[src/rtl/srtag_pkg.sv]
package srtag_pkg;

  localparam int HOP_W = 8;
  localparam int HOPS  = 4;

  typedef enum logic {
    TIER_FIRST  = 1'b0,
    TIER_SECOND = 1'b1
  } tier_e;

  typedef enum logic {
    DIR_UP   = 1'b0,
    DIR_DOWN = 1'b1
  } dir_e;

  // strobes from control to datapath
  typedef struct packed {
    logic loadEn;   // capture a new decision
    logic clrOut;   // force outputs to zero
  } ctrl_t;

endpackage

[src/rtl/srtag_ctrl.sv]
module srtag_ctrl
  import srtag_pkg::*;
(
  input  logic  clk,
  input  logic  rst,
  input  logic  tagValid,
  output ctrl_t ctrlStb,
  output logic  outValid
);

  always_comb begin
    ctrlStb.clrOut = rst;
    ctrlStb.loadEn = tagValid & ~rst;
  end

  always_ff @(posedge clk) begin
    if (rst) outValid <= 1'b0;
    else     outValid <= tagValid;
  end

endmodule

[src/rtl/srtag_dp.sv]
module srtag_dp
  import srtag_pkg::*;
#(
  parameter int TAG_W      = HOP_W * HOPS,
  parameter int PORT_W     = 4,
  parameter int PORT_COUNT = 12
)(
  input  logic              clk,
  input  ctrl_t             ctrlStb,
  input  logic [TAG_W-1:0]  tagWord,
  input  logic              tierSel,
  input  logic              dirDown,
  output logic [PORT_W-1:0] outPort,
  output logic              outDrop
);

  localparam int SEL_W = $clog2(HOPS);
  localparam logic [HOP_W:0] LIMIT = (HOP_W+1)'(PORT_COUNT);

  logic [HOP_W-1:0] hopLane [HOPS];
  logic [SEL_W-1:0] laneSel;
  logic [HOP_W-1:0] hopByte;
  logic             dropNext;

  // lane 0 is the most significant byte
  for (genvar g = 0; g < HOPS; g++) begin : g_lane
    assign hopLane[g] = tagWord[TAG_W-1-HOP_W*g -: HOP_W];
  end

  always_comb begin
    laneSel  = {dirDown, tierSel};
    hopByte  = hopLane[laneSel];
    dropNext = ({1'b0, hopByte} >= LIMIT);
  end

  always_ff @(posedge clk) begin
    if (ctrlStb.clrOut) begin
      outPort <= '0;
      outDrop <= 1'b0;
    end else if (ctrlStb.loadEn) begin
      outPort <= hopByte[PORT_W-1:0];
      outDrop <= dropNext;
    end
  end

endmodule

[src/rtl/srtag_fwd.sv]
module srtag_fwd
  import srtag_pkg::*;
#(
  parameter int PORT_W     = 4,
  parameter int PORT_COUNT = 12
)(
  input  logic              clk,
  input  logic              rst,
  input  logic              tagValid,
  input  logic [31:0]       tagWord,
  input  logic              tierSel,
  input  logic              dirDown,
  output logic              outValid,
  output logic [PORT_W-1:0] outPort,
  output logic              outDrop
);

  ctrl_t ctrlStb;

  srtag_ctrl u_ctrl (
    .clk      (clk),
    .rst      (rst),
    .tagValid (tagValid),
    .ctrlStb  (ctrlStb),
    .outValid (outValid)
  );

  srtag_dp #(
    .TAG_W      (32),
    .PORT_W     (PORT_W),
    .PORT_COUNT (PORT_COUNT)
  ) u_dp (
    .clk     (clk),
    .ctrlStb (ctrlStb),
    .tagWord (tagWord),
    .tierSel (tierSel),
    .dirDown (dirDown),
    .outPort (outPort),
    .outDrop (outDrop)
  );

endmodule

[config.mk]
export PLATFORM = sky130hd
export DESIGN_NAME = srtag_fwd
export DESIGN_NICKNAME = d
export VERILOG_FILES = /design/src/rtl/srtag_pkg.sv /design/src/rtl/srtag_ctrl.sv /design/src/rtl/srtag_dp.sv /design/src/rtl/srtag_fwd.sv
export SDC_FILE = /design/constraint.sdc
export NUM_CORES = 1
export LEC_CHECK = 0
export BUFFER_PORTS_ARGS = -buffer_cell sky130_fd_sc_hd__buf_2
export CAP_MARGIN = 5
export CORE_AREA = 5 5 42 44
export DETAILED_ROUTE_END_ITERATION = 10
export DIE_AREA = 0 0 47 49
export PLACE_DENSITY_LB_ADDON = 0.08
export SLEW_MARGIN = 20
export SYNTH_ARGS = -nofsm -noshare
export SYNTH_HDL_FRONTEND = slang
export SYNTH_HIERARCHICAL = 1
export SYNTH_SLANG_ARGS = --single-unit
export TNS_END_PERCENT = 50
[constraint.sdc]
create_clock -name clk -period 2.5 [get_ports clk]
set_input_delay 0.25 -clock clk [delete_from_list [all_inputs] [get_ports clk]]
set_output_delay 0.25 -clock clk [all_outputs]
set_load 0.02 [all_outputs]
==> impl_results.md <==
- Mux share of post-synthesis cell area: between 40% and 50%
- Outcome: finished clean
- Reg2reg setup slack: 1.81 ns
- Antenna violation net count after detailed routing: 0
- ANT cells: 0
- Final worst-path cycle share: between 40% and 50%
- Asr flop ratio synth: 0%
- Minimum clock period: between 1 and 1.5 ns
- Post-detail-place hpwl: 898.3 µm
- CTS root buf: clkbuf_4
- Maximum clock rate: about 0.95 GHz
- Synth warn: 6
- CTS H-tree lvls: 1
- Via density: around 4.6
- Row cnt: 14
- Net Count, Synth: 68
- Initial drt markers: 0
- Post-layout util: between 40% and 50%
- Clock sinks: 6
- Number of synthesized flops with an enable pin: 0
- Adder-Cell Fraction of Synth Area: 0%
- Layout Area Growth over Synthesis: 62.16%
- Simple-Gate Fraction of Synth Area: around 16%
- Resize count post-CTS: 0
- Global-route wire length before repair: around 1600 µm
- I/O pin cnt: 43
- Static Leak: ~0.30 nW
- Core area: between 1000 and 1500 µm²
- Post-synth top area share: between 30% and 40%
- Xor/xnor share of the synthesized area: 0%
- CTS tree: yes
- Vias in the first global route: roughly 440
- Crit-path cells: buf_2 -> nor2b_1 -> nor2_1 -> a311oi_2
- Largest net degree at the start of global routing: 8
- DR WL/cell: between 10 and 15 µm
- CTS Buffer Depth: 2
- Hold_sp: tagValid
- Yosys cell types: 11
- Final net count: approximately 110
- # Post-CTS Setup Buffers: 0
- Total CTS buffers: 3
- Setup_tns: 0 ns
- Mapped Area: 370.4 µm²
- Worst reg2reg startpoint: u_dp/outDrop
- Synth Area per Inst: approximately 12 µm²
- Worst clock skew: 0 ns
- Worst stage delay on the critical path: around 0.47 ns
- Tot Pwr: around 0.26 mW
- Die width: ~47 µm
- Layout cell share with drive strength beyond 1: between 60% and 70%
- Hold Buf Count CTS: 0
- Mapped Cells: 31
- Clock slew at reported path FFs: approximately 0.04 ns
- RSZ-0062 raised after global routing: false
- Final Wtd Congestion: roughly 0.63
- Routed WL: between 900 and 1000 µm
- Seq cells post-synth: 6
- Top cells by area, synth: dfxtp_1 (32%), mux4_2 (30%), mux2i_1 (11%), nor4_1 (6.8%), nor2_1 (5.1%)
- Worst min path class: primary input to register
- Maximum vdd drop: roughly 120 µV
- Clock latency on the worst-skew pair: about 0.24 ns
- Rel. slew slack: 61.52%
- Synth top cells by count: dfxtp_1 (6), mux4_2 (5), nor2_1 (5), mux2i_1 (4), nor4_1 (4)
- Primary FF master, synth: dfxtp_1
- Worst EP required: approximately 2.7 ns
- MaxCap Viol Count: 0
- Remaining DRCs: 0
- Hold Vio Cnt, Final: 0
- Synth Area in Compound Gates: ~4.1%
- CP Launch Type: primary input
- Die ar.: ~2300 µm²
- Gr usage total: 9.696%
- Pwr/cell area: 438.2 nW/µm²
- Count leader, synth: dfxtp_1
- Worst-Margin Slew: ~0.58 ns
- Count of input and output buffers: 42
- Largest family of logic cells by synthesized area: multiplexers
- CP startpoint: rst
- Crit path max fanout: 7
- CP arrival: 1.21 ns
- Cell accounting for the most synthesized area: dfxtp_1
- CP Capture Type: register
- DIE HEIGHT: just under 50 µm
- DR vias: slightly above 400
- Initial core utilization: 26.43%
- Final setup violation count: 0
- Sequential fraction of the synthesis area: about a third
- Kind of critical path: primary input to register
- Antenna violations before repair: 0
- Max-slew violations: 0
- DRT Pass-1 Iters: 1
- Grt total ovfl: 0
- Critical path's slowest cell: nor2b_1
==> metrics by stage <==
step	std cells	cell area, µm²	hold WS, ns	worst slack (ns)
floorplan	31	370.4	0.3216	1.334
global placement	86	578.1	0.4755	1.147
detailed placement	86	578.1	0.4836	1.187
CTS	89	600.6	0.2367	1.437
global route	89	600.6	0.2684	1.355
finish	89	600.6	0.2398	1.444
==> worst max-delay path, delay by kind of cell <==
kind	cells	cell delay [ns]
compound gates	1	0.24
buf+inv	1	0.14
simple gates	2	0.57
==> power breakdown <==
part	internal [mW]	total, mW	switching, mW
registers	0.102	0.104	0.00241
logic	0.0419	0.0716	0.0298
clock network	0.0542	0.0873	0.0331
total	0.198	0.263	0.0653
==> cell usage in the layout, fill, tap and decap left out <==
cell      instances
a311oi_2          1
buf_2            42
nor2_1            5
nand2_1           1
nor2b_1           2
mux2i_1           4
clkbuf_4          3
dfxtp_1           6
mux4_2            5
nor4_1            4
==> per-layer routing <==
| metal | global-route usage (%) | wire length [µm] |
|---|---|---|
| met1 | 11.61 | 395 |
| met2 | 14.03 | 426 |
| met3 | 2.952 | 143 |
| met4 | 6.912 | 8 |
| met5 | 0 | 0 |
==> path summary, 6_finish.rpt <==
check,endpoint,cells past startpoint
max reg2reg,u_dp/outDrop,2
min,u_ctrl/outValid,2
min reg2reg,u_dp/outPort[3],2
max,u_dp/outDrop,4
==> area by class of cell <==
| class | instances | area [µm²] |
|---|---|---|
| tap | 16 | 20.02 |
| sequential | 6 | 120.1 |
| clock buffer | 3 | 22.52 |
| multi-input combinational | 22 | 227.7 |
| fill | 150 | 800.8 |
| timing repair buffer | 42 | 210.2 |
==> logic make-up (layout without fill, tap and decap cells) <==
| group | count (synthesis) | after routing |
|---|---|---|
| and+or+nand+nor | 12 | 12 |
| buffers and inverters | 3 | 45 |
| AOI/OAI and AO/OA | 1 | 1 |
| muxes | 9 | 9 |
| DFF | 6 | 6 |
==> flip-flops by register name, indices dropped and copies added (netlist names) <==
signal,flops
u_dp/outPort,4
u_dp/outDrop,1
u_ctrl/outValid,1
No activity file was read; power rests on OpenSTA's default activity.
